`config.mk`:
```
export PLATFORM = sky130hd
export DESIGN_NAME = fp_issue_scoreboard
export DESIGN_NICKNAME = d
export VERILOG_FILES = /design/src/rtl/fpsb_pkg.sv /design/src/rtl/fpsb_decode.sv /design/src/rtl/fpsb_pipe_track.sv /design/src/rtl/fpsb_div_track.sv /design/src/rtl/fpsb_ready_bits.sv /design/src/rtl/fp_issue_scoreboard.sv
export SDC_FILE = /design/constraint.sdc
export NUM_CORES = 1
export LEC_CHECK = 0
export ABC_AREA = 1
export BUFFER_PORTS_ARGS = -buffer_cell sky130_fd_sc_hd__buf_2
export CORE_MARGIN = 4
export CORE_UTILIZATION = 40
export DETAILED_ROUTE_END_ITERATION = 10
export HOLD_SLACK_MARGIN = 0.08
export MAX_ROUTING_LAYER = met4
export PLACE_DENSITY = 0.62
export SYNTH_ARGS = -nofsm -noshare
export SYNTH_HDL_FRONTEND = slang
export SYNTH_SLANG_ARGS = --single-unit
```
`constraint.sdc`:
```
create_clock -name clk -period 5.65 [get_ports clk]
set_input_delay 0.8475 -clock clk [delete_from_list [all_inputs] [get_ports clk]]
set_output_delay 0.8475 -clock clk [all_outputs]
set_load 0.05 [all_outputs]
```
`src/rtl/fpsb_pkg.sv`:
```
// Package: shared constants and types for the floating-point issue scoreboard.
// Holds the timing of each operation class and the decoded-timing record.
// Assumes the opcode encoding listed in the brief.
package fpsb_pkg;

    localparam int LAT_LONGEST = 68;
    localparam int CNT_W       = $clog2(LAT_LONGEST + 1);
    localparam int PIPE_DEPTH  = 5;   // longest pipelined latency

    localparam logic [2:0] OPC_ADD  = 3'd0;
    localparam logic [2:0] OPC_MUL  = 3'd1;
    localparam logic [2:0] OPC_MADD = 3'd2;
    localparam logic [2:0] OPC_DIV  = 3'd3;
    localparam logic [2:0] OPC_SQRT = 3'd4;

    // issue interval / latency pairs
    localparam int ADD_II = 1,    ADD_LAT = 4;
    localparam int MULS_II = 1,   MULS_LAT = 4;
    localparam int MULD_II = 2,   MULD_LAT = 5;
    localparam int DIVS_II = 19,  DIVS_LAT = 21;
    localparam int DIVD_II = 34,  DIVD_LAT = 36;
    localparam int SQRS_II = 36,  SQRS_LAT = 38;
    localparam int SQRD_II = 66,  SQRD_LAT = 68;

    typedef struct packed {
        logic             legal;
        logic             iter;   // goes to the divide/square-root path
        logic [CNT_W-1:0] ii;
        logic [CNT_W-1:0] lat;
    } op_timing_t;

endpackage

```
`src/rtl/fpsb_decode.sv`:
```
// Module: fpsb_decode
// Maps an opcode and a precision bit to a path selection, an issue
// interval and a latency. Purely combinational. Codes above 4 are illegal.
module fpsb_decode
    import fpsb_pkg::*;
(
    input  logic [2:0]  op,
    input  logic        dbl,
    output op_timing_t  tim
);

    // Timing lookup per operation class.
    always_comb begin
        tim = '0;
        case (op)
            OPC_ADD: begin
                tim.legal = 1'b1;
                tim.ii    = CNT_W'(ADD_II);
                tim.lat   = CNT_W'(ADD_LAT);
            end
            OPC_MUL, OPC_MADD: begin
                tim.legal = 1'b1;
                tim.ii    = dbl ? CNT_W'(MULD_II)  : CNT_W'(MULS_II);
                tim.lat   = dbl ? CNT_W'(MULD_LAT) : CNT_W'(MULS_LAT);
            end
            OPC_DIV: begin
                tim.legal = 1'b1;
                tim.iter  = 1'b1;
                tim.ii    = dbl ? CNT_W'(DIVD_II)  : CNT_W'(DIVS_II);
                tim.lat   = dbl ? CNT_W'(DIVD_LAT) : CNT_W'(DIVS_LAT);
            end
            OPC_SQRT: begin
                tim.legal = 1'b1;
                tim.iter  = 1'b1;
                tim.ii    = dbl ? CNT_W'(SQRD_II)  : CNT_W'(SQRS_II);
                tim.lat   = dbl ? CNT_W'(SQRD_LAT) : CNT_W'(SQRS_LAT);
            end
            default: tim = '0;
        endcase
    end

endmodule

```
`src/rtl/fpsb_pipe_track.sv`:
```
// Module: fpsb_pipe_track
// Tracks results in flight on the pipelined path with a shift line of
// slots. Slot i holds the result that retires i cycles from now. An accept
// with latency L loads slot L-1. A gap counter blocks new accepts while a
// double-precision multiply still occupies the path.
// Assumes acc is raised only while busy is low and that lat <= DEPTH.
module fpsb_pipe_track
    import fpsb_pkg::*;
#(
    parameter int REG_W = 5,
    parameter int DEPTH = PIPE_DEPTH
) (
    input  logic             clk,
    input  logic             rst_n,
    input  logic             acc,
    input  logic [CNT_W-1:0] acc_ii,
    input  logic [CNT_W-1:0] acc_lat,
    input  logic [REG_W-1:0] acc_reg,
    output logic             busy,
    output logic             ret_vld,
    output logic [REG_W-1:0] ret_reg
);

    logic             vld_q [DEPTH];
    logic             vld_d [DEPTH];
    logic [REG_W-1:0] reg_q [DEPTH];
    logic [REG_W-1:0] reg_d [DEPTH];
    logic [CNT_W-1:0] gap_q;

    // Next state of each slot: load on accept, otherwise shift down.
    for (genvar i = 0; i < DEPTH; i++) begin : g_slot
        logic load;
        assign load = acc && (acc_lat == CNT_W'(i + 1));
        if (i == DEPTH - 1) begin : g_last
            assign vld_d[i] = load;
            assign reg_d[i] = load ? acc_reg : '0;
        end else begin : g_mid
            assign vld_d[i] = load | vld_q[i+1];
            assign reg_d[i] = load ? acc_reg : reg_q[i+1];
            // a new result never lands on a slot already in use
            a_r4_no_slot_clash: assert property (@(posedge clk) disable iff (!rst_n)
                !(load && vld_q[i+1]));
        end
    end

    // Slot registers.
    always_ff @(posedge clk) begin
        for (int i = 0; i < DEPTH; i++) begin
            if (!rst_n) begin
                vld_q[i] <= 1'b0;
                reg_q[i] <= '0;
            end else begin
                vld_q[i] <= vld_d[i];
                reg_q[i] <= reg_d[i];
            end
        end
    end

    // Occupancy gap counter for issue intervals above one.
    always_ff @(posedge clk) begin
        if (!rst_n)              gap_q <= '0;
        else if (acc)            gap_q <= acc_ii - CNT_W'(1);
        else if (gap_q != '0)    gap_q <= gap_q - CNT_W'(1);
    end

    assign busy    = (gap_q != '0);
    assign ret_vld = vld_q[0];
    assign ret_reg = reg_q[0];

    // a double-precision multiply blocks the following cycle
    a_r4_pipe_gap: assert property (@(posedge clk) disable iff (!rst_n)
        (acc && acc_ii == CNT_W'(2)) |=> !acc);

endmodule

```
`src/rtl/fpsb_div_track.sv`:
```
// Module: fpsb_div_track
// Occupancy and result tracking for the non-pipelined divide/square-root
// path. A busy counter enforces the issue interval. Because the latency
// exceeds the interval, a small set of result slots each count down one
// outstanding latency. A slot whose count has reached zero retires when
// the write-back port is not taken by the pipelined path (blocked).
// Assumes acc is raised only while busy is low.
module fpsb_div_track
    import fpsb_pkg::*;
#(
    parameter int REG_W = 5,
    parameter int SLOTS = 2
) (
    input  logic             clk,
    input  logic             rst_n,
    input  logic             acc,
    input  logic [CNT_W-1:0] acc_ii,
    input  logic [CNT_W-1:0] acc_lat,
    input  logic [REG_W-1:0] acc_reg,
    input  logic             blocked,
    output logic             busy,
    output logic             ret_vld,
    output logic [REG_W-1:0] ret_reg
);

    localparam int SLOT_W = (SLOTS > 1) ? $clog2(SLOTS) : 1;

    logic             vld_q [SLOTS];
    logic             vld_d [SLOTS];
    logic [CNT_W-1:0] cnt_q [SLOTS];
    logic [CNT_W-1:0] cnt_d [SLOTS];
    logic [REG_W-1:0] reg_q [SLOTS];
    logic [REG_W-1:0] reg_d [SLOTS];
    logic [CNT_W-1:0] busy_q;
    logic [SLOT_W-1:0] alloc_idx, ret_idx;
    logic             alloc_ok, due_found;

    // Pick the lowest free slot and the lowest slot whose result is due.
    always_comb begin
        alloc_idx = '0;
        alloc_ok  = 1'b0;
        ret_idx   = '0;
        due_found = 1'b0;
        for (int i = SLOTS - 1; i >= 0; i--) begin
            if (!vld_q[i]) begin
                alloc_idx = SLOT_W'(i);
                alloc_ok  = 1'b1;
            end
            if (vld_q[i] && cnt_q[i] == '0) begin
                ret_idx   = SLOT_W'(i);
                due_found = 1'b1;
            end
        end
    end

    assign ret_vld = due_found && !blocked;
    assign ret_reg = reg_q[ret_idx];

    // Next state per result slot.
    for (genvar i = 0; i < SLOTS; i++) begin : g_res
        logic take, drop;
        assign take     = acc && (alloc_idx == SLOT_W'(i));
        assign drop     = ret_vld && (ret_idx == SLOT_W'(i));
        assign vld_d[i] = take | (vld_q[i] & ~drop);
        assign cnt_d[i] = take ? (acc_lat - CNT_W'(1))
                        : (vld_q[i] && cnt_q[i] != '0) ? (cnt_q[i] - CNT_W'(1))
                        : cnt_q[i];
        assign reg_d[i] = take ? acc_reg : reg_q[i];
    end

    // Result slot registers.
    always_ff @(posedge clk) begin
        for (int i = 0; i < SLOTS; i++) begin
            if (!rst_n) begin
                vld_q[i] <= 1'b0;
                cnt_q[i] <= '0;
                reg_q[i] <= '0;
            end else begin
                vld_q[i] <= vld_d[i];
                cnt_q[i] <= cnt_d[i];
                reg_q[i] <= reg_d[i];
            end
        end
    end

    // Issue-interval counter.
    always_ff @(posedge clk) begin
        if (!rst_n)            busy_q <= '0;
        else if (acc)          busy_q <= acc_ii - CNT_W'(1);
        else if (busy_q != '0) busy_q <= busy_q - CNT_W'(1);
    end

    assign busy = (busy_q != '0) || !alloc_ok;

    // nothing is accepted while the interval counter runs
    a_r6_no_accept_busy: assert property (@(posedge clk) disable iff (!rst_n)
        (busy_q != '0) |-> !acc);
    // the interval counter steps down by one each idle cycle
    a_r6_busy_steps: assert property (@(posedge clk) disable iff (!rst_n)
        (busy_q != '0) |=> (busy_q == CNT_W'($past(busy_q) - CNT_W'(1))));
    // a due result that is held back stays due in the next cycle
    a_r9_defer_holds: assert property (@(posedge clk) disable iff (!rst_n)
        (due_found && blocked) |=> due_found);

endmodule

```
`src/rtl/fpsb_ready_bits.sv`:
```
// Module: fpsb_ready_bits
// One ready flag per register. The flag is cleared when an operation
// writing that register is accepted and set when its write-back occurs.
// Assumes the clear and set targets never coincide.
module fpsb_ready_bits #(
    parameter int NREG  = 32,
    parameter int REG_W = $clog2(NREG)
) (
    input  logic             clk,
    input  logic             rst_n,
    input  logic             clr_en,
    input  logic [REG_W-1:0] clr_idx,
    input  logic             set_en,
    input  logic [REG_W-1:0] set_idx,
    output logic [NREG-1:0]  ready
);

    logic [NREG-1:0] rdy_q, rdy_d;

    // Apply write-back set and issue clear.
    always_comb begin
        rdy_d = rdy_q;
        if (set_en) rdy_d[set_idx] = 1'b1;
        if (clr_en) rdy_d[clr_idx] = 1'b0;
    end

    // Flag register; reset marks every register ready.
    always_ff @(posedge clk) begin
        if (!rst_n) rdy_q <= '1;
        else        rdy_q <= rdy_d;
    end

    assign ready = rdy_q;

    // a write-back only targets a register that is pending
    a_r7_set_pending: assert property (@(posedge clk) disable iff (!rst_n)
        set_en |-> !rdy_q[set_idx]);
    // an accepted destination was ready
    a_r8_clr_from_ready: assert property (@(posedge clk) disable iff (!rst_n)
        clr_en |-> rdy_q[clr_idx]);

endmodule

```
`src/rtl/fp_issue_scoreboard.sv`:
```
// Module: fp_issue_scoreboard (top)
// Issue control for a floating-point unit with a pipelined path and an
// iterative divide/square-root path. Accepts a request when the opcode is
// legal, all named registers are ready and the selected path is free.
// Merges both result streams onto one write-back port, with the pipelined
// path taking priority. Models timing only, not arithmetic.
module fp_issue_scoreboard
    import fpsb_pkg::*;
#(
    parameter int NREG      = 32,
    parameter int DIV_SLOTS = 2
) (
    input  logic                    clk,
    input  logic                    rst_n,
    input  logic                    iss_req,
    input  logic [2:0]              iss_op,
    input  logic                    iss_dbl,
    input  logic [$clog2(NREG)-1:0] iss_dst,
    input  logic [$clog2(NREG)-1:0] iss_src_a,
    input  logic [$clog2(NREG)-1:0] iss_src_b,
    output logic                    iss_ack,
    output logic [NREG-1:0]         reg_ready,
    output logic                    wb_vld,
    output logic [$clog2(NREG)-1:0] wb_reg
);

    localparam int REG_W = $clog2(NREG);

    op_timing_t       tim;
    logic             pipe_busy, div_busy;
    logic             pipe_ret, div_ret;
    logic [REG_W-1:0] pipe_ret_reg, div_ret_reg;
    logic             regs_ok, path_ok, pipe_acc, div_acc;

    fpsb_decode u_decode (
        .op  (iss_op),
        .dbl (iss_dbl),
        .tim (tim)
    );

    // Accept decision: legal code, settled operands, free path.
    always_comb begin
        regs_ok = reg_ready[iss_src_a] && reg_ready[iss_src_b] && reg_ready[iss_dst];
        path_ok = tim.iter ? !div_busy : !pipe_busy;
        iss_ack = iss_req && tim.legal && regs_ok && path_ok;
    end

    assign pipe_acc = iss_ack && !tim.iter;
    assign div_acc  = iss_ack &&  tim.iter;

    fpsb_pipe_track #(
        .REG_W (REG_W),
        .DEPTH (PIPE_DEPTH)
    ) u_pipe (
        .clk     (clk),
        .rst_n   (rst_n),
        .acc     (pipe_acc),
        .acc_ii  (tim.ii),
        .acc_lat (tim.lat),
        .acc_reg (iss_dst),
        .busy    (pipe_busy),
        .ret_vld (pipe_ret),
        .ret_reg (pipe_ret_reg)
    );

    fpsb_div_track #(
        .REG_W (REG_W),
        .SLOTS (DIV_SLOTS)
    ) u_div (
        .clk     (clk),
        .rst_n   (rst_n),
        .acc     (div_acc),
        .acc_ii  (tim.ii),
        .acc_lat (tim.lat),
        .acc_reg (iss_dst),
        .blocked (pipe_ret),
        .busy    (div_busy),
        .ret_vld (div_ret),
        .ret_reg (div_ret_reg)
    );

    // Write-back merge with the pipelined path first.
    assign wb_vld = pipe_ret | div_ret;
    assign wb_reg = pipe_ret ? pipe_ret_reg : div_ret_reg;

    fpsb_ready_bits #(
        .NREG  (NREG),
        .REG_W (REG_W)
    ) u_ready (
        .clk     (clk),
        .rst_n   (rst_n),
        .clr_en  (iss_ack),
        .clr_idx (iss_dst),
        .set_en  (wb_vld),
        .set_idx (wb_reg),
        .ready   (reg_ready)
    );

    // the two paths never retire in the same cycle
    a_r9_wb_exclusive: assert property (@(posedge clk) disable iff (!rst_n)
        $onehot0({pipe_ret, div_ret}));
    // the destination shows not ready in the cycle after accept
    a_r7_dst_pending: assert property (@(posedge clk) disable iff (!rst_n)
        iss_ack |=> !reg_ready[$past(iss_dst)]);
    // codes above 4 are refused
    a_r10_illegal_refused: assert property (@(posedge clk) disable iff (!rst_n)
        (iss_op > 3'd4) |-> !iss_ack);
    // no accept without a request
    a_r11_ack_needs_req: assert property (@(posedge clk) disable iff (!rst_n)
        !iss_req |-> !iss_ack);

endmodule

```
Word level (Yosys, flattened, before mapping). Memories as Yosys holds them, arrays and structs flattened. Cells that the tools add are included.

Add/sub/neg operators: 6. Magnitude comparators: 6. Eq/ne operators: 11. Muxes and demuxes: 62. Bitwise gates (word level): 32. Reduce and logical (&&, ||, !) cells: 43.

Operators with widths (count): 2-to-1 mux 7 bit (12); 2-to-1 mux 5 bit (15); 2-to-1 mux 32 bit (2); case mux 14 bit (4 select lines) (1); subtractor 7 x 1 -> 7 bit (second input constant) (6); bitwise AND 32 bit (1); NOT 32 bit (1); OR 32 bit (1); nonzero test 7 bit (4); less-than comparator 5 x 6 -> 1 bit (second input constant) (4); 2-to-1 mux 1 bit (24); logical AND 1 bit (23); OR 1 bit (23); binary-select mux 1 bit (select 5 bit) (3); equality test 7 x 2 -> 1 bit (second input constant) (2); equality test 7 x 3 -> 1 bit (second input constant) (2); logical NOT 7 bit (2); 2-to-1 mux 6 bit (2); demux 1 bit (select 5 bit) (2); >= comparator 5 x 1 -> 1 bit (second input constant) (2); equality test 7 x 1 -> 1 bit (second input constant) (1); equality test 3 x 2 -> 1 bit (second input constant) (2); logical NOT 1 bit (5); OR reduction 5 bit (1); 11 further kinds (19).

Register bits after elaboration: 46. RAM bits: 56. Input bits: 22. Output and inout port bits: 39. Memories kept: 5.

Memories: u_pipe.reg_q (words 5, bits a word 5, rd ports 5, clocked after memory_dff 0, wr ports 5, RTL line fpsb_pipe_track.sv:26) `logic [REG_W-1:0] reg_q [DEPTH];`; u_div.cnt_q (words 2, bits a word 7, rd ports 2, clocked after memory_dff 0, wr ports 2, RTL line fpsb_div_track.sv:30) `logic [CNT_W-1:0] cnt_q [SLOTS];`; u_div.reg_q (words 2, bits a word 5, rd ports 1, clocked after memory_dff 0, wr ports 2, RTL line fpsb_div_track.sv:32) `logic [REG_W-1:0] reg_q [SLOTS];`; u_pipe.vld_q (words 5, bits a word 1, rd ports 5, clocked after memory_dff 0, wr ports 5, RTL line fpsb_pipe_track.sv:24) `logic vld_q [DEPTH];`; u_div.vld_q (words 2, bits a word 1, rd ports 2, clocked after memory_dff 0, wr ports 2, RTL line fpsb_div_track.sv:28) `logic vld_q [SLOTS];`.

Depth between registers and ports, before layout. Gate-level depths: netlist of run 1. An unclocked memory read counts as a cell.

Depth in word-level cells: 15. Mapped depth: 19. Depth with buffers taken out: 17.

By module. From an unflattened synthesis of run 1, not the netlist that was laid out.

Cells, all modules: 1086. Area total of the unflattened synthesis: 6741.5 um2.

Modules (own cells, without submodules): fpsb_div_track (times used 1, cells an instance 318, area each 2175.8 um2, sequential area each 760.7 um2); fpsb_ready_bits (times used 1, cells an instance 257, area each 1621.6 um2, sequential area each 640.6 um2); fpsb_pipe_track (times used 1, cells an instance 213, area each 1575.3 um2, sequential area each 740.7 um2); fp_issue_scoreboard (times used 1, cells an instance 272, area each 1196.1 um2, sequential area each 0.0 um2); fpsb_decode (times used 1, cells an instance 26, area each 172.7 um2, sequential area each 0.0 um2).

Least setup slack after synthesis of run 1. OpenSTA, ideal clock, no wires.

Path type: input to output. Start: input port iss_dst[0]. End: output port iss_ack. Data arrival time: 2.129 ns. Data required time: 4.803 ns. Slack: 2.674 ns. Stages on the path: 13. Cells stage by stage: buf_4 -> buf_2 -> nand2_1 -> nand2_1 -> nand2_1 -> nand2_1 -> nand2_1 -> nand2_1 -> nor2_1 -> and2_1 -> nand3_1 -> nor2_1 -> buf_4.

Word-level cells in the longest chain between the ends: 5.

Ends and longest elaborated chain: from (decl) (RTL line fp_issue_scoreboard.sv:18) `input logic [$clog2(NREG)-1:0] iss_dst,`; binary-select mux 1 bit (select 5 bit) (RTL line fp_issue_scoreboard.sv:43) `regs_ok = reg_ready[iss_src_a] && reg_ready[iss_src_b] && reg_ready[iss_dst];`; 2-to-1 mux 1 bit (implied by the code) (RTL line fp_issue_scoreboard.sv:43); logical AND 1 bit (RTL line fp_issue_scoreboard.sv:43); logical AND 1 bit (2 in series) (RTL line fp_issue_scoreboard.sv:45) `iss_ack = iss_req && tim.legal && regs_ok && path_ok;`; to (decl) (RTL line fp_issue_scoreboard.sv:21) `output logic iss_ack,`.

Every way passes these cells. The select of a mux whose other input is x is not followed.

Final worst setup path of run 1.
Start: input port iss_op[1]. End: output port iss_ack.

Word-level cells in the longest chain between the ends: 6.

Ends and longest elaborated chain: from (decl) (RTL line fp_issue_scoreboard.sv:16) `input logic [2:0] iss_op,`; equality test 3 x 1 -> 1 bit, or another cell as far along (RTL line fpsb_decode.sv:15) `case (op)`; OR reduction 5 bit (no line); 2-to-1 mux 1 bit (RTL line fpsb_decode.sv:15); logical AND 1 bit (2 in series) (RTL line fp_issue_scoreboard.sv:45); logical AND 1 bit (*) (RTL line fp_issue_scoreboard.sv:45).

Mark *: on every way between the ends. The rest lies on a longest branch, timed or not.

==> results of run 1 <==
[sequential cells by signal (all words and copies together) (netlist names)]
signal,cells
u_div.reg_q,10
u_pipe.gap_q,7
u_div.cnt_q,14
u_pipe.reg_q,25
u_pipe.vld_q,5
u_ready.ready,32
u_div.busy_q,7
u_div.vld_q,2
[layout make-up]
| cell class | count | area share (%) |
|---|---|---|
| well taps | 184 | 3.37 |
| repair buffers | 61 | 4.51 |
| clock buffers | 9 | 3.30 |
| clock inverters | 7 | 1.34 |
| inverters | 134 | 7.37 |
| multi-input cells | 715 | 48.7 |
| flip-flops and latches | 102 | 31.4 |
[where the power goes]
group          leakage [uW]  switching, uW  internal (uW)
registers          0.000849           24.8            769
clock network      0.000154            326            321
logic               0.00255            281            149
[cell families (layout without fill, tap and decap cells)]
logic type               count (synthesis)  in the layout  share of synthesized area (%)
flip-flops                             102            102                           35.0
adder cells (fa/ha/maj)                 11             11                           2.25
XOR/XNOR                                18             18                           2.58
AO/OA/AOI/OAI                           64             64                           6.43
AND/OR/NAND/NOR                        622            622                           43.1
buffers and inverters                  161            211                           10.6
[per-layer routing]
metal / part of all wire (%) / up-vias / GRT usage [%]
met5: 0 / - / -
met4: 1.9 / 0 / 5.95
met3: 7.0 / 28 / 5.47
met2: 45 / 179 / 32.5
met1: 47 / 2703 / 27.9
li1: - / 3114 / -
[worst min path at each step]
stage | depth (start not counted) | end | from | slack (ns)
final | 2 | u_pipe.reg_q[2][3]$_SDFF_PN0_ | u_pipe.reg_q[3][3]$_SDFF_PN0_ | 0.41
after global routing | 2 | u_pipe.reg_q[1][2]$_SDFF_PN0_ | u_pipe.reg_q[2][2]$_SDFF_PN0_ | 0.42
after CTS | 2 | u_pipe.reg_q[2][3]$_SDFF_PN0_ | u_pipe.reg_q[3][3]$_SDFF_PN0_ | 0.41
after detailed placement | 2 | u_pipe.reg_q[2][2]$_SDFF_PN0_ | u_pipe.reg_q[3][2]$_SDFF_PN0_ | 0.40
after global placement | 2 | u_pipe.reg_q[2][2]$_SDFF_PN0_ | u_pipe.reg_q[3][2]$_SDFF_PN0_ | 0.39
after floorplan | 2 | u_pipe.reg_q[0][0]$_SDFF_PN0_ | u_pipe.reg_q[1][0]$_SDFF_PN0_ | 0.39
[synth_stat cells (all sizes together)]
library cell and count:
and2b 1, edfxtp 10, nand4 16, nand3 74, clkbuf 13, o2111ai 1, buf 14, inv 134
xnor2 3, o21ai 18, o211ai 15, nor3 12, nand3b 1, nand2 410, nor2 101, o22ai 5
ha 11, a21oi 22, nor4 1, or2 5, a211oi 1, dfxtp 92, xor2 15, o21a 2
and2 1
[stage by stage]
stage | setup WS (ns) | cells | utilization, % | hold slack (ns) | total power, uW
final | 1.57 | 1212 | 46.3 | 0.408 | 1870
after global routing | 1.34 | 1212 | 46.3 | 0.420 | 1990
after CTS | 1.59 | 1212 | 46.3 | 0.406 | 1900
after detailed placement | 1.60 | 1196 | 44.1 | 0.396 | 1240
after global placement | 1.70 | 1196 | 44.1 | 0.388 | 1240
after floorplan | 2.67 | 978 | - | 0.386 | 1140
[layout by cell type (no fill, tap or decap), types with 12 or more instances in the layout]
master	n
sky130_fd_sc_hd__o21ai_0	12
sky130_fd_sc_hd__a21oi_1	22
sky130_fd_sc_hd__o211ai_1	15
sky130_fd_sc_hd__nand3_1	72
sky130_fd_sc_hd__xor2_1	15
sky130_fd_sc_hd__nand2_1	406
sky130_fd_sc_hd__nand4_1	13
sky130_fd_sc_hd__nor3_1	12
sky130_fd_sc_hd__buf_2	60
sky130_fd_sc_hd__dfxtp_1	92
sky130_fd_sc_hd__nor2_1	87
sky130_fd_sc_hd__inv_1	129
[worst register-to-register path, cell delays in order, from the launching register on]
cell and delay (ns):
sky130_fd_sc_hd__dfxtp_1 0.31, sky130_fd_sc_hd__inv_1 0.11, sky130_fd_sc_hd__ha_1 0.22, sky130_fd_sc_hd__nand4_1 0.14, sky130_fd_sc_hd__nor2_1 0.28, sky130_fd_sc_hd__nor2_1 0.12, sky130_fd_sc_hd__nor2_1 0.17, sky130_fd_sc_hd__and2_1 0.14
sky130_fd_sc_hd__nand3_1 0.06, sky130_fd_sc_hd__nor2_1 0.61, sky130_fd_sc_hd__nand2_1 0.30, sky130_fd_sc_hd__inv_1 0.15, sky130_fd_sc_hd__nand2_1 0.06, sky130_fd_sc_hd__nand3_1 0.07, sky130_fd_sc_hd__nand2_1 0.05, sky130_fd_sc_hd__inv_1 0.07
==> impl_metrics.xml, run 1 <==
<?xml version="1.0" encoding="UTF-8"?>
<metrics>
  <group name="run_status">
    <metric name="outcome" unit="">completed</metric>
  </group>
  <group name="sta">
    <metric name="layout_min_cycle_time" unit="ns">4.08</metric>
    <metric name="worst_clock_skew_on_the_final_layout" unit="ns">0.0124</metric>
    <metric name="timing.setup.tns" unit="ns">0</metric>
    <metric name="rsz0062_at_grt" unit="">false</metric>
    <metric name="fmax_achieved" unit="MHz">245</metric>
    <metric name="layout_worst_path_cycle_share" unit="%">72.2</metric>
    <metric name="slew_headroom" unit="%">33.0</metric>
    <metric name="final_hold_viol_count" unit="">0</metric>
    <metric name="timing.final.setup_violations" unit="">0</metric>
    <metric name="worst_pin_slew" unit="ns">1.00</metric>
    <metric name="slew_violations" unit="">0</metric>
  </group>
  <group name="synthesis">
    <metric name="yosys_cell_types" unit="">42</metric>
    <metric name="synth-warning-count" unit="">0</metric>
    <metric name="synth_seq_area_share" unit="%">35.0</metric>
    <metric name="synthTopCellsByArea" unit="">sky130_fd_sc_hd__dfxtp_1, sky130_fd_sc_hd__nand2_1, sky130_fd_sc_hd__inv_1</metric>
    <metric name="post_synth_instance_area" unit="um2">6110</metric>
    <metric name="syn_nets" unit="">1011</metric>
    <metric name="yosys_register_bits" unit="">102</metric>
    <metric name="postSynthAreaPerCell" unit="um2">6.25</metric>
    <metric name="netlist.area_leader.share" unit="%">30.1</metric>
    <metric name="synth_cells" unit="">978</metric>
    <metric name="synth_largest_area_cell" unit="">sky130_fd_sc_hd__dfxtp_1</metric>
  </group>
  <group name="detailed_routing">
    <metric name="wirelength" unit="um">17700</metric>
    <metric name="drc" unit="">0</metric>
    <metric name="initialDrtViolationCount" unit="">577</metric>
    <metric name="first_pass_iters" unit="">5</metric>
    <metric name="antenna_violating_nets_post_route" unit="">0</metric>
    <metric name="detail_route.vias_per_cell" unit="">4.97</metric>
    <metric name="dr_total_vias" unit="">6024</metric>
    <metric name="routed_wire_length_per_instance" unit="um">14.6</metric>
  </group>
  <group name="critical_path">
    <metric name="cp_top_family" unit="">simple AND/OR/NAND/NOR gates</metric>
    <metric name="crit_chain" unit="">buf_2, nor2_1, nand2_1, nand2_1, nor2_1, nor2_1, and2_1, nand3_1, nor2_1, buf_2</metric>
    <metric name="crit_path_max_fanout" unit="">14</metric>
    <metric name="cp_num_cells" unit="">10</metric>
    <metric name="crit-reg2reg-capture" unit="">u_pipe.gap_q[1]$_SDFFE_PN0P_</metric>
    <metric name="timing.critical_path.buf_inv" unit="">2</metric>
    <metric name="largest_stage_delay_worst_path" unit="ns">0.61</metric>
    <metric name="worst-endpoint-required" unit="ns">4.80</metric>
    <metric name="crit_path_end" unit="">iss_ack</metric>
    <metric name="cp_common_cell" unit="">sky130_fd_sc_hd__nor2_1</metric>
    <metric name="critPathCaptureType" unit="">output pin</metric>
    <metric name="worst_reg_to_reg_path_cell_count" unit="">15</metric>
    <metric name="regToRegStartpoint" unit="">u_pipe.gap_q[0]$_SDFFE_PN0P_</metric>
    <metric name="reg2reg_slack" unit="ns">2.74</metric>
    <metric name="timing.setup.critical_path_class" unit="">in2out</metric>
    <metric name="crit_path_start" unit="">iss_op[1]</metric>
    <metric name="arrival" unit="ns">3.23</metric>
    <metric name="worst_setup_path_start_kind" unit="">primary input</metric>
    <metric name="crit_path_top_delay_cell" unit="">sky130_fd_sc_hd__nor2_1</metric>
  </group>
  <group name="finish">
    <metric name="ant_diodes" unit="">0</metric>
    <metric name="layout_area_overhead" unit="%">11.6</metric>
    <metric name="sequential_cell_area" unit="um2">2140</metric>
    <metric name="post_route_cells_drive_above_1_share" unit="%">10.7</metric>
    <metric name="multiInputGateArea" unit="um2">3320</metric>
    <metric name="stdcell_area" unit="um2">6820</metric>
    <metric name="finish.net_count" unit="">1056</metric>
    <metric name="fillCellCount" unit="">1597</metric>
  </group>
  <group name="pwr">
    <metric name="vdd_ir_drop_max" unit="mV">0.251</metric>
    <metric name="p_leak" unit="uW">0.00356</metric>
    <metric name="p_per_cell_area" unit="nW/um2">274</metric>
  </group>
  <group name="cts">
    <metric name="clkTransAtPathRegs" unit="ns">0.08</metric>
    <metric name="cts_inserted_buffers" unit="">9</metric>
    <metric name="postCtsHoldBufs" unit="">0</metric>
    <metric name="post_cts.repair.setup_buffers" unit="">0</metric>
    <metric name="clock-sinks" unit="">102</metric>
    <metric name="clockRootBuffer" unit="">sky130_fd_sc_hd__clkbuf_16</metric>
    <metric name="tritoncts" unit="">yes</metric>
    <metric name="number_of_levels_the_h_tree_was_split_into" unit="">3</metric>
    <metric name="number_of_cells_upsized_or_downsized_after_cts" unit="">0</metric>
    <metric name="ctsLongestPathBuffers" unit="">2</metric>
    <metric name="worstSkewPairLatency" unit="ns">0.37</metric>
  </group>
  <group name="global_routing">
    <metric name="grt_start_max_net_pins" unit="">65</metric>
    <metric name="overflow" unit="">0</metric>
    <metric name="antenna_violations_before_repair" unit="">0</metric>
    <metric name="grt_usage" unit="%">21.2</metric>
    <metric name="first_pass_grt_wire_length" unit="um">28800</metric>
    <metric name="first_global_vias" unit="">5398</metric>
  </group>
  <group name="placement">
    <metric name="globalplace.congestion" unit="">0.970</metric>
    <metric name="io_buffers" unit="">60</metric>
    <metric name="hpwlAfterDp" unit="um">13300</metric>
    <metric name="place_area" unit="um2">6510</metric>
  </group>
  <group name="die">
    <metric name="total_die_area" unit="um2">17300</metric>
    <metric name="die_h" unit="um">132</metric>
    <metric name="ioPinCount" unit="">61</metric>
    <metric name="fp-row-count" unit="">44</metric>
    <metric name="core-area" unit="um2">14800</metric>
    <metric name="die_x" unit="um">132</metric>
    <metric name="initial_standard_cell_utilization_of_the_core" unit="%">41.4</metric>
  </group>
  <group name="worst_hold_path">
    <metric name="timing.hold.worst.class" unit="">reg2reg</metric>
  </group>
  <group name="job">
    <metric name="drv.max_cap_violation_count" unit="">0</metric>
  </group>
</metrics>
Note: power is estimated with default switching activity, not from simulation.
==> run 2: changes to the inputs <==
--- a/config.mk
+++ b/config.mk
@@ -12,7 +12,7 @@
 export DETAILED_ROUTE_END_ITERATION = 10
 export HOLD_SLACK_MARGIN = 0.08
 export MAX_ROUTING_LAYER = met4
-export PLACE_DENSITY = 0.62
+export PLACE_DENSITY = 0.64
 export SYNTH_ARGS = -nofsm -noshare
 export SYNTH_HDL_FRONTEND = slang
 export SYNTH_SLANG_ARGS = --single-unit
==> constraint.sdc (replaced) <==
create_clock -name clk -period 3.75 [get_ports clk]
set_input_delay 0.5625 -clock clk [delete_from_list [all_inputs] [get_ports clk]]
set_output_delay 0.5625 -clock clk [all_outputs]
set_load 0.05 [all_outputs]
==> impl_metrics.xml, run 2 (same netlist as run 1, synthesis figures left out) <==
<?xml version="1.0" encoding="UTF-8"?>
<metrics>
  <group name="sta">
    <metric name="worst_clock_skew_on_the_final_layout" unit="ns">0.00850</metric>
    <metric name="layout_min_cycle_time" unit="ns">3.31</metric>
    <metric name="timing.final.setup_violations" unit="">0</metric>
    <metric name="slew_headroom" unit="%">37.9</metric>
    <metric name="slew_violations" unit="">0</metric>
    <metric name="timing.setup.tns" unit="ns">0</metric>
    <metric name="worst_slack" unit="ns">0.439</metric>
    <metric name="layout_worst_path_cycle_share" unit="%">88.3</metric>
    <metric name="rsz0062_at_grt" unit="">false</metric>
    <metric name="worst_pin_slew" unit="ns">0.928</metric>
    <metric name="fmax_achieved" unit="MHz">302</metric>
    <metric name="final_hold_viol_count" unit="">0</metric>
  </group>
  <group name="pwr">
    <metric name="p_leak" unit="uW">0.00357</metric>
    <metric name="vdd_ir_drop_max" unit="mV">0.395</metric>
    <metric name="p_per_cell_area" unit="nW/um2">419</metric>
  </group>
  <group name="detailed_routing">
    <metric name="wirelength" unit="um">17700</metric>
    <metric name="drc" unit="">0</metric>
    <metric name="dr_total_vias" unit="">6065</metric>
    <metric name="initialDrtViolationCount" unit="">508</metric>
    <metric name="routed_wire_length_per_instance" unit="um">14.6</metric>
    <metric name="first_pass_iters" unit="">6</metric>
    <metric name="detail_route.vias_per_cell" unit="">4.99</metric>
    <metric name="antenna_violating_nets_post_route" unit="">0</metric>
  </group>
  <group name="cts">
    <metric name="number_of_levels_the_h_tree_was_split_into" unit="">3</metric>
    <metric name="number_of_cells_upsized_or_downsized_after_cts" unit="">0</metric>
    <metric name="clkTransAtPathRegs" unit="ns">0.07</metric>
    <metric name="clock-sinks" unit="">102</metric>
    <metric name="ctsLongestPathBuffers" unit="">2</metric>
    <metric name="post_cts.repair.setup_buffers" unit="">0</metric>
    <metric name="postCtsHoldBufs" unit="">0</metric>
    <metric name="cts_inserted_buffers" unit="">9</metric>
    <metric name="tritoncts" unit="">yes</metric>
    <metric name="clockRootBuffer" unit="">sky130_fd_sc_hd__clkbuf_16</metric>
    <metric name="worstSkewPairLatency" unit="ns">0.36</metric>
  </group>
  <group name="worst_hold_path">
    <metric name="holdPathStages" unit="">2</metric>
    <metric name="timing.hold.worst.class" unit="">reg2reg</metric>
    <metric name="hold_path.startpoint" unit="">u_pipe.reg_q[3][3]$_SDFF_PN0_</metric>
    <metric name="min_delay_worst_endpoint" unit="">u_pipe.reg_q[2][3]$_SDFF_PN0_</metric>
  </group>
  <group name="critical_path">
    <metric name="reg2reg_slack" unit="ns">0.95</metric>
    <metric name="worst-endpoint-required" unit="ns">3.19</metric>
    <metric name="worst_setup_path_start_kind" unit="">flop</metric>
    <metric name="crit-reg2reg-capture" unit="">u_pipe.gap_q[1]$_SDFFE_PN0P_</metric>
    <metric name="timing.setup.critical_path_class" unit="">reg2out</metric>
    <metric name="crit_path_max_fanout" unit="">7</metric>
    <metric name="critPathCaptureType" unit="">output pin</metric>
    <metric name="arrival" unit="ns">2.75</metric>
    <metric name="worst_reg_to_reg_path_cell_count" unit="">16</metric>
    <metric name="regToRegStartpoint" unit="">u_pipe.gap_q[0]$_SDFFE_PN0P_</metric>
  </group>
  <group name="die">
    <metric name="initial_standard_cell_utilization_of_the_core" unit="%">41.4</metric>
    <metric name="total_die_area" unit="um2">17300</metric>
    <metric name="fp-row-count" unit="">44</metric>
    <metric name="die_h" unit="um">132</metric>
    <metric name="die_x" unit="um">132</metric>
    <metric name="core-area" unit="um2">14800</metric>
    <metric name="ioPinCount" unit="">61</metric>
  </group>
  <group name="global_routing">
    <metric name="grt_usage" unit="%">20.9</metric>
    <metric name="first_pass_grt_wire_length" unit="um">28600</metric>
    <metric name="antenna_violations_before_repair" unit="">1</metric>
    <metric name="first_global_vias" unit="">5503</metric>
    <metric name="overflow" unit="">0</metric>
    <metric name="grt_start_max_net_pins" unit="">40</metric>
  </group>
  <group name="placement">
    <metric name="io_buffers" unit="">60</metric>
    <metric name="dp.cells" unit="">1198</metric>
    <metric name="globalplace.congestion" unit="">0.963</metric>
    <metric name="pre_cts_ws" unit="ns">0.570</metric>
    <metric name="hpwlAfterDp" unit="um">13400</metric>
  </group>
  <group name="finish">
    <metric name="mostFrequentLayoutCells" unit="">sky130_fd_sc_hd__nand2_1, sky130_fd_sc_hd__inv_1, sky130_fd_sc_hd__dfxtp_1</metric>
    <metric name="final_common_cell" unit="">sky130_fd_sc_hd__nand2_1</metric>
    <metric name="post_layout_nonfiller_instances" unit="">1215</metric>
    <metric name="largest_reg_flops" unit="">32</metric>
    <metric name="layout.core_utilization" unit="%">46.4</metric>
    <metric name="fillCellCount" unit="">1587</metric>
    <metric name="layout_area_overhead" unit="%">12.1</metric>
    <metric name="finish.net_count" unit="">1058</metric>
    <metric name="post_route_cells_drive_above_1_share" unit="%">10.9</metric>
  </group>
  <group name="job">
    <metric name="drv.max_cap_violation_count" unit="">0</metric>
  </group>
  <group name="run_status">
    <metric name="outcome" unit="">completed</metric>
  </group>
</metrics>
[run 2: cell types whose count changed in the layout (fill, tap and decap cells not counted), sizes merged]
cell	change
clkinv	-1
bufinv	+2
buf	+2
diode	+1
inv	-1
[run 2: power by group]
part | internal, uW | leakage [uW] | switching (uW)
sequential | 1160 | 0.000849 | 36.8
combinational | 226 | 0.00256 | 416
clock | 595 | 0.000162 | 442
[run 2: how the worst max path moves through the flow]
stage          slack, ns       to                          from  cells past startpoint
2_1_floorplan       1.34  iss_ack                    iss_dst[0]                     13
3_3_place_gp        0.64  iss_ack                  iss_src_b[0]                     10
3_5_place_dp        0.57  iss_ack                    iss_dst[0]                     13
4_1_cts             0.43  iss_ack  u_pipe.gap_q[0]$_SDFFE_PN0P_                     10
5_1_grt             0.17  iss_ack  u_pipe.gap_q[0]$_SDFFE_PN0P_                     10
6_report            0.44  iss_ack  u_pipe.gap_q[0]$_SDFFE_PN0P_                     10
[run 2: per-layer routing]
layer / part of all wire (%) / track usage (%) / vias to the layer above / routed length (um)
li1: - / - / 3117 / -
met1: 46 / 27.3 / 2702 / 8170
met2: 43 / 31.9 / 205 / 7700
met3: 7.3 / 4.05 / 41 / 1290
met4: 3.1 / 8.40 / 0 / 551
met5: 0 / - / - / 0
[run 2: through the flow]
step / hold WS, ns / instance area [um2] / power (uW)
after floorplan: 0.386 / 6110 / 1720
after global placement: 0.388 / 6520 / 1850
after detailed placement: 0.394 / 6520 / 1860
after CTS: 0.409 / 6850 / 2890
after global routing: 0.421 / 6850 / 3040
final: 0.409 / 6850 / 2870
[run 2: worst max-delay path, cell delays in order (launching register included)]
cell and delay, ns:
sky130_fd_sc_hd__dfxtp_1 0.31, sky130_fd_sc_hd__inv_1 0.10, sky130_fd_sc_hd__ha_1 0.22, sky130_fd_sc_hd__nand4_1 0.14, sky130_fd_sc_hd__nor2_1 0.30, sky130_fd_sc_hd__nor2_1 0.14, sky130_fd_sc_hd__nor2_1 0.16, sky130_fd_sc_hd__and2_1 0.14
sky130_fd_sc_hd__nand3_1 0.06, sky130_fd_sc_hd__nor2_1 0.45, sky130_fd_sc_hd__buf_2 0.38
[run 2: cell type report]
cell class	count	area, um2	area share, %
Antenna cell	1	2.50	0.0365
Clock buffer	9	225	3.29
Clock inverter	7	103	1.50
Inverter	134	503	7.34
Multi-Input combinational cell	715	3320	48.5
Sequential cell	102	2140	31.3
Tap cell	184	230	3.36
Timing Repair Buffer	63	323	4.71
==> run 3: changes to the inputs <==
--- a/config.mk
+++ b/config.mk
@@ -12,7 +12,7 @@
 export DETAILED_ROUTE_END_ITERATION = 10
 export HOLD_SLACK_MARGIN = 0.08
 export MAX_ROUTING_LAYER = met4
-export PLACE_DENSITY = 0.64
+export PLACE_DENSITY = 0.62
 export SYNTH_ARGS = -nofsm -noshare
 export SYNTH_HDL_FRONTEND = slang
 export SYNTH_SLANG_ARGS = --single-unit
==> impl_metrics.xml, run 3 (same netlist as run 1, synthesis figures left out) <==
<?xml version="1.0" encoding="UTF-8"?>
<metrics>
  <group name="cts">
    <metric name="clkTransAtPathRegs" unit="ns">0.08</metric>
    <metric name="post_cts.repair.setup_buffers" unit="">0</metric>
    <metric name="postCtsHoldBufs" unit="">0</metric>
    <metric name="clockRootBuffer" unit="">sky130_fd_sc_hd__clkbuf_16</metric>
    <metric name="tritoncts" unit="">yes</metric>
    <metric name="worstSkewPairLatency" unit="ns">0.37</metric>
    <metric name="number_of_levels_the_h_tree_was_split_into" unit="">3</metric>
    <metric name="clock-sinks" unit="">102</metric>
    <metric name="number_of_cells_upsized_or_downsized_after_cts" unit="">0</metric>
    <metric name="ctsLongestPathBuffers" unit="">2</metric>
    <metric name="cts_inserted_buffers" unit="">9</metric>
  </group>
  <group name="detailed_routing">
    <metric name="initialDrtViolationCount" unit="">530</metric>
    <metric name="antenna_violating_nets_post_route" unit="">0</metric>
    <metric name="wirelength" unit="um">17600</metric>
    <metric name="dr_total_vias" unit="">6017</metric>
    <metric name="drc" unit="">0</metric>
    <metric name="first_pass_iters" unit="">5</metric>
    <metric name="detail_route.vias_per_cell" unit="">4.96</metric>
    <metric name="routed_wire_length_per_instance" unit="um">14.5</metric>
  </group>
  <group name="job">
    <metric name="drv.max_cap_violation_count" unit="">0</metric>
  </group>
  <group name="global_routing">
    <metric name="grt_usage" unit="%">20.9</metric>
    <metric name="grt_start_max_net_pins" unit="">38</metric>
    <metric name="first_global_vias" unit="">5454</metric>
    <metric name="first_pass_grt_wire_length" unit="um">28600</metric>
    <metric name="overflow" unit="">0</metric>
    <metric name="grt.met1_usage" unit="%">28.1</metric>
    <metric name="met3_usage" unit="%">4.28</metric>
    <metric name="grt.busiest_layer" unit="">met2</metric>
    <metric name="gr_layer_usage_met2" unit="%">31.6</metric>
    <metric name="antenna_violations_before_repair" unit="">0</metric>
  </group>
  <group name="critical_path">
    <metric name="reg2reg_slack" unit="ns">1.14</metric>
    <metric name="cp_common_cell" unit="">sky130_fd_sc_hd__nor2_1</metric>
    <metric name="largest_stage_delay_worst_path" unit="ns">0.33</metric>
    <metric name="critPathCaptureType" unit="">output pin</metric>
    <metric name="crit_chain" unit="">inv_1, ha_1, nand4_1, nor2_1, nor2_1, nor2_1, and2_1, nand3_1, nor2_1, buf_2</metric>
    <metric name="worst_setup_path_start_kind" unit="">flop</metric>
    <metric name="timing.setup.critical_path_class" unit="">reg2out</metric>
    <metric name="arrival" unit="ns">2.47</metric>
    <metric name="crit_path_top_delay_cell" unit="">sky130_fd_sc_hd__buf_2</metric>
    <metric name="worst_reg_to_reg_path_cell_count" unit="">10</metric>
    <metric name="crit_path_max_fanout" unit="">5</metric>
    <metric name="worst-endpoint-required" unit="ns">3.19</metric>
  </group>
  <group name="sta">
    <metric name="worst_clock_skew_on_the_final_layout" unit="ns">0.0166</metric>
    <metric name="hold_slack" unit="ns">0.409</metric>
    <metric name="final_hold_viol_count" unit="">0</metric>
    <metric name="timing.final.setup_violations" unit="">0</metric>
    <metric name="fmax_achieved" unit="MHz">330</metric>
    <metric name="slew_violations" unit="">0</metric>
    <metric name="worst_pin_slew" unit="ns">0.994</metric>
    <metric name="layout_worst_path_cycle_share" unit="%">80.9</metric>
    <metric name="slew_headroom" unit="%">33.5</metric>
    <metric name="layout_min_cycle_time" unit="ns">3.03</metric>
    <metric name="rsz0062_at_grt" unit="">false</metric>
    <metric name="timing.setup.tns" unit="ns">0</metric>
  </group>
  <group name="die">
    <metric name="initial_standard_cell_utilization_of_the_core" unit="%">41.4</metric>
    <metric name="die_x" unit="um">132</metric>
    <metric name="core-area" unit="um2">14800</metric>
    <metric name="ioPinCount" unit="">61</metric>
    <metric name="die_h" unit="um">132</metric>
    <metric name="total_die_area" unit="um2">17300</metric>
    <metric name="fp-row-count" unit="">44</metric>
  </group>
  <group name="finish">
    <metric name="post_route_cells_drive_above_1_share" unit="%">10.9</metric>
    <metric name="final_common_cell" unit="">sky130_fd_sc_hd__nand2_1</metric>
    <metric name="fillCellCount" unit="">1576</metric>
    <metric name="layout_area_overhead" unit="%">12.0</metric>
    <metric name="largest_reg_flops" unit="">32</metric>
    <metric name="finish.net_count" unit="">1058</metric>
    <metric name="mostFrequentLayoutCells" unit="">sky130_fd_sc_hd__nand2_1, sky130_fd_sc_hd__inv_1, sky130_fd_sc_hd__dfxtp_1</metric>
    <metric name="ant_diodes" unit="">0</metric>
  </group>
  <group name="run_status">
    <metric name="outcome" unit="">completed</metric>
  </group>
  <group name="pwr">
    <metric name="vdd_ir_drop_max" unit="mV">0.410</metric>
    <metric name="p_leak" unit="uW">0.00357</metric>
    <metric name="p_per_cell_area" unit="nW/um2">416</metric>
  </group>
  <group name="placement">
    <metric name="io_buffers" unit="">60</metric>
    <metric name="hpwlAfterDp" unit="um">13300</metric>
    <metric name="globalplace.congestion" unit="">0.945</metric>
  </group>
  <group name="worst_hold_path">
    <metric name="holdPathStages" unit="">2</metric>
    <metric name="timing.hold.worst.class" unit="">reg2reg</metric>
  </group>
</metrics>
-- run 3: where the power goes --
group / internal (uW) / total, uW / switching (uW)
Combinational: 225 / 644 / 418
Clock: 540 / 1010 / 468
Sequential: 1160 / 1190 / 36.1
-- run 3: metrics by stage --
step / area, um2 / cells / setup WS, ns / total power (uW) / util, %
after floorplan: 6110 / 978 / 1.34 / 1720 / -
after global placement: 6520 / 1198 / 0.785 / 1860 / 44.2
after detailed placement: 6520 / 1198 / 0.775 / 1860 / 44.2
after CTS: 6850 / 1214 / 0.674 / 2870 / 46.4
after global routing: 6850 / 1214 / 0.450 / 3030 / 46.4
final: 6850 / 1214 / 0.717 / 2850 / 46.4
-- run 3: routing by layer --
metal | share of wire [%] | vias to the layer above
met1 | 46 | 2666
met2 | 44 | 203
met4 | 2.4 | 0
li1 | - | 3114
met3 | 7.4 | 34
met5 | 0 | -
-- run 3: worst max-delay path: cells and delay by family, from the launching register on --
kind                       cells  cell delay, ns
and+or+nand+nor                7            1.15
buffers and inverters          2            0.43
DFF                            1            0.32
adders and majority gates      1            0.22
-- run 3: final timing paths --
path | from | end
setup / recovery | u_pipe.gap_q[0]$_SDFFE_PN0P_ | iss_ack
hold reg to reg | u_pipe.reg_q[3][0]$_SDFF_PN0_ | u_pipe.reg_q[2][0]$_SDFF_PN0_
hold / removal | u_pipe.reg_q[3][0]$_SDFF_PN0_ | u_pipe.reg_q[2][0]$_SDFF_PN0_
setup reg to reg | u_pipe.gap_q[0]$_SDFFE_PN0P_ | u_div.reg_q[1][1]$_SDFFCE_PN0P_
-- run 3: final cells by class --
cell class | instances | area [um2] | area share, %
clock inverter | 7 | 97.6 | 1.43
sequential | 102 | 2140 | 31.3
multi-input combinational | 715 | 3320 | 48.6
timing repair buffer | 63 | 323 | 4.72
tap | 184 | 230 | 3.36
inverter | 134 | 503 | 7.35
clock buffer | 9 | 225 | 3.29
